File: config.mk
export PLATFORM = sky130hd
export DESIGN_NAME = blk_irq_unit
export DESIGN_NICKNAME = d
export VERILOG_FILES = /design/src/rtl/blk_irq_pkg.sv /design/src/rtl/blk_irq_ioc_sel.sv /design/src/rtl/blk_irq_tracker.sv /design/src/rtl/blk_irq_status.sv /design/src/rtl/blk_irq_unit.sv
export SDC_FILE = /design/constraint.sdc
export NUM_CORES = 1
export LEC_CHECK = 0
export BUFFER_PORTS_ARGS = -buffer_cell sky130_fd_sc_hd__buf_2
export CORE_UTILIZATION = 32
export CTS_CLUSTER_SIZE = 12
export DETAILED_ROUTE_END_ITERATION = 6
export PLACE_DENSITY_LB_ADDON = 0.12
export SYNTH_ARGS = -nofsm -noshare
export SYNTH_HDL_FRONTEND = slang
export SYNTH_SLANG_ARGS = --single-unit
File: constraint.sdc
create_clock -name clk -period 5.6 [get_ports clk]
set_input_delay 1.12 -clock clk [delete_from_list [all_inputs] [get_ports clk]]
set_output_delay 1.12 -clock clk [all_outputs]
set_load 0.005 [all_outputs]
File: src/rtl/blk_irq_pkg.sv
package blk_irq_pkg;
    localparam int unsigned STS_W    = 3;
    localparam int unsigned BIT_BLK  = 0;
    localparam int unsigned BIT_XFER = 1;
    localparam int unsigned BIT_ERR  = 2;

    typedef struct packed {
        logic valid;
        logic final_blk;
        logic ioc;
        logic err;
    } done_evt_t;
endpackage

File: src/rtl/blk_irq_ioc_sel.sv
module blk_irq_ioc_sel (
    input  logic clk,
    input  logic rst_n,
    input  logic chan_en,
    input  logic per_block,
    input  logic cfg_ioc,
    output logic ioc_eff
);
    typedef struct packed {
        logic ioc_cap;
    } sel_st_t;

    sel_st_t st_d, st_q;

    always_comb begin
        st_d = st_q;
        if (chan_en) st_d.ioc_cap = cfg_ioc;
        ioc_eff = per_block ? cfg_ioc : st_q.ioc_cap;
    end

    always_ff @(posedge clk) begin
        if (!rst_n) st_q <= '0;
        else        st_q <= st_d;
    end

    // the captured flag only moves on an enable pulse
    assert_cap_hold_R5: assert property (@(posedge clk) disable iff (!rst_n)
        !chan_en |=> $stable(st_q.ioc_cap));
endmodule

File: src/rtl/blk_irq_tracker.sv
module blk_irq_tracker
    import blk_irq_pkg::*;
#(
    parameter int unsigned MAX_OUT = 16
) (
    input  logic      clk,
    input  logic      rst_n,
    input  logic      blk_end,
    input  logic      blk_final,
    input  logic      ioc_eff,
    input  logic      np_last_en,
    input  logic      wr_issue,
    input  logic      wr_issue_last,
    input  logic      b_valid,
    input  logic      b_ready,
    input  logic      b_err,
    output done_evt_t done
);
    localparam int unsigned CW = $clog2(MAX_OUT + 1);

    typedef struct packed {
        logic [CW-1:0] cnt;
        logic [CW-1:0] mark;
        logic          rsp_seen;
        logic          rsp_err;
        logic          blk_seen;
        logic          blk_final;
        logic          blk_ioc;
    } trk_st_t;

    trk_st_t st_d, st_q;
    logic    rsp;
    logic    hit;
    logic    rsp_done;
    logic    err_v;
    logic    pend;

    always_comb begin
        st_d     = st_q;
        done     = '0;
        rsp      = b_valid & b_ready;
        hit      = rsp && (st_q.mark == CW'(1));
        rsp_done = st_q.rsp_seen | hit;
        err_v    = hit ? b_err : st_q.rsp_err;
        pend     = 1'b0;

        st_d.cnt = st_q.cnt + CW'(wr_issue) - CW'(rsp);
        if (rsp && (st_q.mark != '0)) st_d.mark = st_q.mark - CW'(1);
        if (wr_issue && wr_issue_last && np_last_en)
            st_d.mark = st_q.cnt - CW'(rsp) + CW'(1);

        if (hit) begin
            st_d.rsp_seen = 1'b1;
            st_d.rsp_err  = b_err;
        end

        if (blk_end && !np_last_en) begin
            done.valid     = 1'b1;
            done.final_blk = blk_final;
            done.ioc       = ioc_eff;
            done.err       = 1'b0;
        end else begin
            pend = st_q.blk_seen | blk_end;
            if (blk_end) begin
                st_d.blk_seen  = 1'b1;
                st_d.blk_final = blk_final;
                st_d.blk_ioc   = ioc_eff;
            end
            if (pend && rsp_done) begin
                done.valid     = 1'b1;
                done.final_blk = blk_end ? blk_final : st_q.blk_final;
                done.ioc       = blk_end ? ioc_eff : st_q.blk_ioc;
                done.err       = err_v;
                st_d.blk_seen  = 1'b0;
                st_d.rsp_seen  = 1'b0;
                st_d.rsp_err   = 1'b0;
            end
        end
    end

    always_ff @(posedge clk) begin
        if (!rst_n) st_q <= '0;
        else        st_q <= st_d;
    end

    // outstanding-write counter stays in range
    assert_no_overflow_R7: assert property (@(posedge clk) disable iff (!rst_n)
        (st_q.cnt == CW'(MAX_OUT)) |-> !(wr_issue && !rsp));
    assert_no_underflow_R7: assert property (@(posedge clk) disable iff (!rst_n)
        (st_q.cnt == '0) |-> !rsp);
    // a waiting block is not reported before its response
    assert_wait_resp_R7: assert property (@(posedge clk) disable iff (!rst_n)
        (st_q.blk_seen && !st_q.rsp_seen && !hit) |-> !done.valid);
    // an error completion needs an awaited response
    assert_err_source_R8: assert property (@(posedge clk) disable iff (!rst_n)
        (done.valid && done.err) |-> (hit || st_q.rsp_seen));
endmodule

File: src/rtl/blk_irq_status.sv
module blk_irq_status
    import blk_irq_pkg::*;
(
    input  logic             clk,
    input  logic             rst_n,
    input  done_evt_t        done,
    input  logic [STS_W-1:0] sts_en,
    input  logic [STS_W-1:0] sig_en,
    input  logic             clr_we,
    input  logic [STS_W-1:0] clr_mask,
    output logic [STS_W-1:0] sts,
    output logic             irq
);
    typedef struct packed {
        logic [STS_W-1:0] sts;
    } sts_st_t;

    sts_st_t          st_d, st_q;
    logic [STS_W-1:0] set_v;
    logic [STS_W-1:0] clr_v;

    always_comb begin
        set_v           = '0;
        set_v[BIT_BLK]  = done.valid & done.ioc & ~done.err & sts_en[BIT_BLK];
        set_v[BIT_XFER] = done.valid & done.final_blk & sts_en[BIT_XFER];
        set_v[BIT_ERR]  = done.valid & done.err & sts_en[BIT_ERR];
        clr_v           = clr_we ? clr_mask : '0;
        st_d.sts        = (st_q.sts & ~clr_v) | set_v;
    end

    always_ff @(posedge clk) begin
        if (!rst_n) st_q <= '0;
        else        st_q <= st_d;
    end

    assign sts = st_q.sts;
    assign irq = |(st_q.sts & sig_en);

    generate
        for (genvar b = 0; b < STS_W; b++) begin : g_sticky
            // a set bit survives any cycle without its clear
            assert_sticky_R9: assert property (@(posedge clk) disable iff (!rst_n)
                (st_q.sts[b] && !(clr_we && clr_mask[b])) |=> st_q.sts[b]);
        end
    endgenerate

    // block-done only rises with its status enable
    assert_blk_gate_R2: assert property (@(posedge clk) disable iff (!rst_n)
        $rose(st_q.sts[BIT_BLK]) |-> $past(sts_en[BIT_BLK]));
    // error replaces block-done, never both at once
    assert_one_cause_R8: assert property (@(posedge clk) disable iff (!rst_n)
        !($rose(st_q.sts[BIT_BLK]) && $rose(st_q.sts[BIT_ERR])));
endmodule

File: src/rtl/blk_irq_unit.sv
module blk_irq_unit
    import blk_irq_pkg::*;
#(
    parameter int unsigned MAX_OUT = 16
) (
    input  logic       clk,
    input  logic       rst_n,
    input  logic       chan_en,
    input  logic       per_block,
    input  logic       cfg_ioc,
    input  logic       np_last_en,
    input  logic       blk_end,
    input  logic       blk_final,
    input  logic       wr_issue,
    input  logic       wr_issue_last,
    input  logic       b_valid,
    input  logic       b_ready,
    input  logic       b_err,
    input  logic [2:0] sts_en,
    input  logic [2:0] sig_en,
    input  logic       clr_we,
    input  logic [2:0] clr_mask,
    output logic [2:0] sts,
    output logic       irq
);
    logic      ioc_eff;
    done_evt_t done;

    blk_irq_ioc_sel i_sel (
        .clk       (clk),
        .rst_n     (rst_n),
        .chan_en   (chan_en),
        .per_block (per_block),
        .cfg_ioc   (cfg_ioc),
        .ioc_eff   (ioc_eff)
    );

    blk_irq_tracker #(.MAX_OUT(MAX_OUT)) i_trk (
        .clk           (clk),
        .rst_n         (rst_n),
        .blk_end       (blk_end),
        .blk_final     (blk_final),
        .ioc_eff       (ioc_eff),
        .np_last_en    (np_last_en),
        .wr_issue      (wr_issue),
        .wr_issue_last (wr_issue_last),
        .b_valid       (b_valid),
        .b_ready       (b_ready),
        .b_err         (b_err),
        .done          (done)
    );

    blk_irq_status i_sts (
        .clk      (clk),
        .rst_n    (rst_n),
        .done     (done),
        .sts_en   (sts_en),
        .sig_en   (sig_en),
        .clr_we   (clr_we),
        .clr_mask (clr_mask),
        .sts      (sts),
        .irq      (irq)
    );

    // irq never asserts with empty status
    assert_irq_needs_status_R1: assert property (@(posedge clk) disable iff (!rst_n)
        irq |-> (sts != '0));
endmodule

---- Word-level counts from Yosys, hierarchy flattened ----
Cells that the tools add are included.
storage, ports and cells
  flip-flop bits (word level) ............. 19
  input port bits ......................... 23
  output and inout bits ................... 4
  word-level logic and storage cells ...... 57
operators by class
  add/subtract/negate cells ............... 5
  equal/unequal tests ..................... 1
  mux-type cells .......................... 13
  bitwise logic cells ..................... 16
  reduce and logical (&&, ||, !) cells .... 13
operators by type and width
  operator               count
  $mux W5                3
  $sub A5 B1 Y5          2
  $mux W3                3
  $and A1 B1 Y1          8
  $mux W4                2
  $and A3 B3 Y3          2
  $logic_and A1 B1 Y1    6
  $add A5 B1 Y5          1
  $add A5 B1 Y5 const B  1
  $eq A5 B1 Y1 const B   1
  $reduce_bool A5 Y1     1
  $sub A5 B1 Y5 const B  1
  $mux W1                4
  $reduce_and A2 Y1      2
  $reduce_bool A2 Y1     2
  $not A3 Y3             1
  $or A3 B3 Y3           1
  $reduce_or A3 Y1       1
  $mux W2                1
  $not A1 Y1             2
  $or A1 B1 Y1           2
  $logic_not A1 Y1       1

---- Longest topological paths before layout ----
Gate-level depths: netlist (run 1).
  depth after elaboration ................. 10
  gate-level depth with buffers ........... 10
  depth with buffers taken out ............ 10

---- Modules after synthesis ----
Synthesis (run 1) repeated with hierarchy kept, for this count alone.
unflattened totals
  cells, all modules ...................... 135
  area total of the unflattened synthesis .. 1197.4 um2
by module, submodules not included
  module           times used  cells each  area each (um2)  seq. area each (um2)
  blk_irq_tracker  1           117         1004.7           300.3
  blk_irq_status   1           14          141.4            60.1
  blk_irq_ioc_sel  1           4           51.3             20.0

---- Worst setup path before layout (run 1) ----
No wires, ideal clock.
  path type ............................... in2reg
  from .................................... input b_valid
  to ...................................... register i_trk.st_q[14] (netlist name)
  setup time .............................. 116 ps
  data arrival time ....................... 2778 ps
  data required time ...................... 5484 ps
  path slack .............................. 2707 ps
  stages .................................. 10
  buffers on the path ..................... 0
  cell sequence ........................... nand2_1 -> inv_1 -> ha_1 -> inv_1 -> ha_1 -> fa_1 -> a21oi_1 -> nor2_1 -> or3_1 -> and3_1
between the ends
  word-level cells in the longest chain between the ends .. 2
ends and longest elaborated chain
  item                  RTL line               text
  start, declared       blk_irq_unit.sv:16     input logic b_valid,
  $and A1 B1 Y1         blk_irq_tracker.sv:41  rsp = b_valid & b_ready;
  $sub A5 B1 Y5         blk_irq_tracker.sv:47  st_d.cnt = st_q.cnt + CW'(wr_issue) - CW'(rsp);
  end signal, assigned  blk_irq_tracker.sv:83  else st_q <= st_d;
  end, declared         blk_irq_tracker.sv:31  trk_st_t st_d, st_q;
No other way between the ends.
A chain may end at the register's enable or synchronous reset.

---- Final worst setup path (run 1) ----
Same ends and word-level chain as after synthesis.

==> impl_metrics.toml, run 1 <==
[outcome]
status = "complete, no violations"

[timing]
post-route-period-util = 0.516
relSlewSlack = 0.697
fin_worst_skew_ns = 0.00250
setup_viol = 0
hold_viol = 0
period_minus_slack_ns = 2.89
max_freq_ghz = 0.346
setup-tns-final_ns = 0
tightest_slew_ns = 0.453
drv_slew = 0
rsz0062_at_grt = "false"

[hold_path]
worstHoldStart = "i_trk.st_q[1]$_SDFFE_PN0P_"
hp-class = "reg2reg"

[clock_tree]
cts_tree = "done"
numCtsBuffers = 3
htree_levels = 1
cts_setup_buffers = 0
clock_sinks = 19
hold_buffers = 0
cts_resized = 0
cts_buffer_depth = 2
path_clk_slew_ns = 0.08
clockRootBuffer = "clkbuf_8"
clock_latency_ns = 0.26

[place]
place_hpwl_mm = 1.99
placed_area_um2 = 1380
io_buffer_count = 26
gp_congestion = 0.762

[route]
drtIter0Drc = 36
dr_total_vias = 1026
wirelength_mm = 2.62
drc_errors = 0
via_per_inst = 4.96
firstDrtPassIters = 4
antenna_left = 0
wl_per_cell_um = 12.6

[grt]
antenna_found_initial = 0
grt_pass1_vias = 989
grt_pass1_wl_mm = 4.42
grt_use_total = 0.140
grt.overflow.total = 0
grt_max_degree = 22

[cells_and_area]
fill_cells = 369
final_area_um2 = 1430
synthToLayoutAreaGrowth_pct = 18.0
nNetsFinal = 199
drive_gt1_frac = 0.224
diodes = 0

[synthesis]
syn_area_um2 = 1210
yosysTopAreaCellShare = 0.314
synth-seq-cells = 19
ys_warn_count = 0
async_flop_share = 0
synthSimpleGateAreaFrac = 0.173
synth_common_cells = "19 x dfxtp_1, 13 x ha_1, 13 x inv_1, 9 x a21oi_1, 6 x nand3_1"
synthMuxAreaShare = 0.0444
yosysMostFrequentCell = "dfxtp_1"
synth.yosys.seq_area_share = 0.314
synth_cells = 135
avgSynthCellArea_um2 = 8.97
synth-adder-area-share = 0.151
yosysUniqueCellTypes = 41
synth_top_family_by_area = "compound AO/OA/AOI/OAI gates"
mappedNetlistNets = 172
yosys.area.top_type = "dfxtp_1"
synth_edf_count = 0
synth_compound_area_frac = 0.207
synth_xor_area_frac = 0.0579
synth_area_leaders = "dfxtp_1 31%, ha_1 13%, inv_1 4.0%, a21oi_1 3.7%, a21boi_0 3.1%"
synth_top_flop_cell = "dfxtp_1"

[floorplan]
initial_core_util = 0.349
rows = 21
die_x_um = 63.5
core_um2 = 3470
die_area_um2 = 4030
die_h_um = 63.5
io_pins = 27

[flow_run]
drv_cap = 0

[setup_path]
start_kind = "input port"
cp-startpoint = "b_valid"
timing.rr.start = "i_trk.st_q[10]$_SDFF_PN0_"
cp.arrival_ns = 3.05
endpoint_kind = "flip-flop"
crit_fanout = 4
critPathRequiredTime_ns = 5.76
worstSetupPathType = "in2reg"

[power_and_ir_drop]
cellPowerDensity_nw_per_um2 = 318
max-vdd-ir-drop_v = 0.000103
cellLeakagePower_nw = 0.647
[area by class of cell]
cell class | instances | area [um^2] | area share
flip-flops and latches | 19 | 380 | 0.266
multi-input cells | 99 | 766 | 0.536
repair buffers | 26 | 130 | 0.0911
clock inverters | 1 | 5.00 | 0.00350
well taps | 46 | 57.6 | 0.0403
inverters | 13 | 48.8 | 0.0342
clock buffers | 3 | 41.3 | 0.0289
[cell families (layout without fill, tap and decap cells)]
logic type | Yosys count | after routing
AO/OA/AOI/OAI | 36 | 36
buffers and inverters | 17 | 43
AND/OR/NAND/NOR | 36 | 36
adder cells (fa/ha/maj) | 14 | 14
flip-flops | 19 | 19
XOR/XNOR | 8 | 8
multiplexers | 5 | 5
[worst paths after layout]
| path | cells after the start | endpoint | slack, ns |
|---|---|---|---|
| worst max-delay path | 11 | i_trk.st_q[14]$_SDFF_PN0_ | 2.71 |
| worst min-delay path | 2 | i_trk.st_q[1]$_SDFFE_PN0P_ | 0.47 |
| worst max register to register | 9 | i_trk.st_q[14]$_SDFF_PN0_ | 3.49 |
| worst min register to register | 2 | i_trk.st_q[1]$_SDFFE_PN0P_ | 0.47 |
[where the power goes]
group / switching [mW] / internal [mW] / total, mW
Clock: 0.0502 / 0.0496 / 0.0998
Sequential: 0.0195 / 0.156 / 0.176
Combinational: 0.0916 / 0.0867 / 0.178
Total: 0.161 / 0.293 / 0.454
[critical path, cell delays in order]
cell and delay [ns]:
buf_2 0.12, nand2_1 0.12, inv_1 0.06, ha_1 0.29
inv_1 0.04, ha_1 0.20, fa_1 0.41, a21oi_1 0.15
nor2_1 0.06, or3_1 0.29, and3_1 0.17
[metrics by stage]
stage	utilization	setup WS, ns	hold slack [ns]	instances	power, mW
detailed placement	0.399	2.45	0.469	203	0.356
CTS	0.412	2.72	0.480	207	0.459
global route	0.412	2.59	0.504	207	0.494
floorplan	-	2.71	0.441	135	0.316
global placement	0.399	2.49	0.454	203	0.351
finish	0.412	2.71	0.471	207	0.454
[flip-flops by register name, indices dropped and copies added (netlist names)]
| signal | cells |
|---|---|
| i_trk.st_q | 15 |
| i_sel.st_q | 1 |
| i_sts.sts | 3 |
[cells in the final DEF (no fill, tap or decap), drive strengths merged, types with 4 or more instances in the layout]
cell type,count
and2,4
o21ai,7
a21boi,6
nand2,5
xor2,4
inv,13
a21oi,10
dfxtp,19
and3,5
xnor2,4
ha,13
buf,26
nand3,6
[per-layer routing]
layer	wire length [um]	global-route usage	share of wire	vias up
met5	0	0	0	-
met4	55	0.0767	0.021	0
li1	-	-	-	535
met1	1340	0.183	0.51	471
met3	78	0.0236	0.030	5
met2	1140	0.217	0.44	15
Note: power is estimated with default switching activity, not from simulation.
==> inputs of run 2 (changes only) <==
- clock period: 5.6 -> 2.7 ns (I/O delays scaled with it)
==> run 2 against run 1 <==
  * Power grew 110%
  * Setup slack got worse by 2.3 ns
  * Utilization is the same
  * Largest cell class unchanged
  * Highest routed layer unchanged
==> impl_metrics.toml, run 2 (synthesis results as in run 1) <==
[grt]
grt_pass1_wl_mm = 4.35
grt_pass1_vias = 974
grt_max_degree = 22
antenna_found_initial = 0
grt_use_total = 0.138
grt.overflow.total = 0

[setup_path]
endpoint_kind = "flip-flop"
critPathRequiredTime_ns = 2.86
cp.arrival_ns = 2.46
worstSetupPathType = "in2reg"
timing.rr.start = "i_trk.st_q[10]$_SDFF_PN0_"
r2r_end = "i_trk.st_q[14]$_SDFF_PN0_"
start_kind = "input port"
crit_fanout = 4
reg2reg_depth = 9
r2r_slack_ns = 0.61

[timing]
relSlewSlack = 0.710
period_minus_slack_ns = 2.30
setup_viol = 0
setup-tns-final_ns = 0
tightest_slew_ns = 0.432
post-route-period-util = 0.852
fin_worst_skew_ns = 0.00732
max_freq_ghz = 0.434
rsz0062_at_grt = "false"
hold_viol = 0
drv_slew = 0

[route]
dr_total_vias = 1021
via_per_inst = 4.93
wirelength_mm = 2.52
wl_per_cell_um = 12.2
drtIter0Drc = 14
antenna_left = 0
drc_errors = 0
firstDrtPassIters = 4

[cells_and_area]
largest_reg_flops = 15
drive_gt1_frac = 0.224
diodes = 0
final_common_cell = "buf_2"
regMostFlops = "i_trk.st_q"
final_cell_mix = "26 x buf_2, 19 x dfxtp_1, 13 x inv_1, 13 x ha_1, 9 x a21oi_1"
nNetsFinal = 199
synthToLayoutAreaGrowth_pct = 18.0

[power_and_ir_drop]
netSwitchingPower_mw = 0.329
cellPowerDensity_nw_per_um2 = 655
finalPower_mw = 0.936
p_comb_frac = 0.392
p_int_mw = 0.607
max-vdd-ir-drop_v = 0.000314
cellLeakagePower_nw = 0.647
power_frac_clock = 0.219
seq_power_share = 0.389
swShare = 0.351

[clock_tree]
clockRootBuffer = "clkbuf_8"
cts_setup_buffers = 0
clock_sinks = 19
clock_latency_ns = 0.26
cts_tree = "done"
path_clk_slew_ns = 0.08
htree_levels = 1
cts_resized = 0
hold_buffers = 0
cts_buffer_depth = 2
numCtsBuffers = 3

[floorplan]
io_pins = 27
core_um2 = 3470
die_x_um = 63.5
die_h_um = 63.5
initial_core_util = 0.349
rows = 21
die_area_um2 = 4030

[hold_path]
worstHoldEndpoint = "i_trk.st_q[1]$_SDFFE_PN0P_"
hp-class = "reg2reg"
hold_depth = 2
worstHoldStart = "i_trk.st_q[1]$_SDFFE_PN0P_"

[outcome]
status = "complete, no violations"

[place]
place_hpwl_mm = 1.96
io_buffer_count = 26
gp_congestion = 0.761

[flow_run]
drv_cap = 0
[run 2: cell counts in the layout (fill, tap and decap cells not counted)]
Identical to the previous run, type by type.
[run 2: cell type report]
type / instances / area (um^2)
Fill cell: 366 / 2040
Multi-Input combinational cell: 99 / 766
Sequential cell: 19 / 380
Timing Repair Buffer: 26 / 130
Tap cell: 46 / 57.6
Inverter: 13 / 48.8
Clock buffer: 3 / 41.3
Clock inverter: 1 / 5.00
[run 2: per-layer routing]
metal | GRT usage | routed length, um | up-vias
li1 | - | - | 534
met2 | 0.214 | 1120 | 16
met5 | 0 | 0 | -
met1 | 0.189 | 1310 | 467
met4 | 0.0426 | 25 | 0
met3 | 0.0272 | 64 | 4
[run 2: worst max-delay path, stage by stage]
cell	delay, ns
buf_2	0.11
nand2_1	0.12
inv_1	0.07
ha_1	0.28
inv_1	0.04
ha_1	0.19
fa_1	0.42
a21oi_1	0.15
nor2_1	0.06
or3_1	0.29
and3_1	0.17
[run 2: power groups by stage]
stage                     combinational, mW  clock (mW)  sequential, mW
after floorplan                       0.295           0           0.360
after global placement                0.358           0           0.369
after detailed placement              0.366           0           0.371
after CTS                             0.371       0.209           0.365
after global routing                  0.428       0.228           0.371
final                                 0.367       0.205           0.364
[run 2: worst max-delay path by stage]
| stage | startpoint | to | depth (start not counted) |
|---|---|---|---|
| finish | b_valid | i_trk.st_q[14]$_SDFF_PN0_ | 11 |
| global route | b_valid | i_trk.st_q[14]$_SDFF_PN0_ | 11 |
| CTS | b_valid | i_trk.st_q[14]$_SDFF_PN0_ | 11 |
| detailed placement | b_valid | i_trk.st_q[14]$_SDFF_PN0_ | 11 |
| global placement | b_valid | i_trk.st_q[14]$_SDFF_PN0_ | 11 |
| floorplan | b_valid | i_trk.st_q[14]$_SDFF_PN0_ | 10 |
[run 2: stage by stage]
step	cells	area [um^2]	hold WS, ns	utilization	worst slack (ns)
floorplan	135	1210	0.441	-	0.387
global placement	203	1380	0.454	0.399	0.169
detailed placement	203	1380	0.465	0.399	0.142
CTS	207	1430	0.476	0.412	0.405
global route	207	1430	0.500	0.412	0.219
finish	207	1430	0.469	0.412	0.398
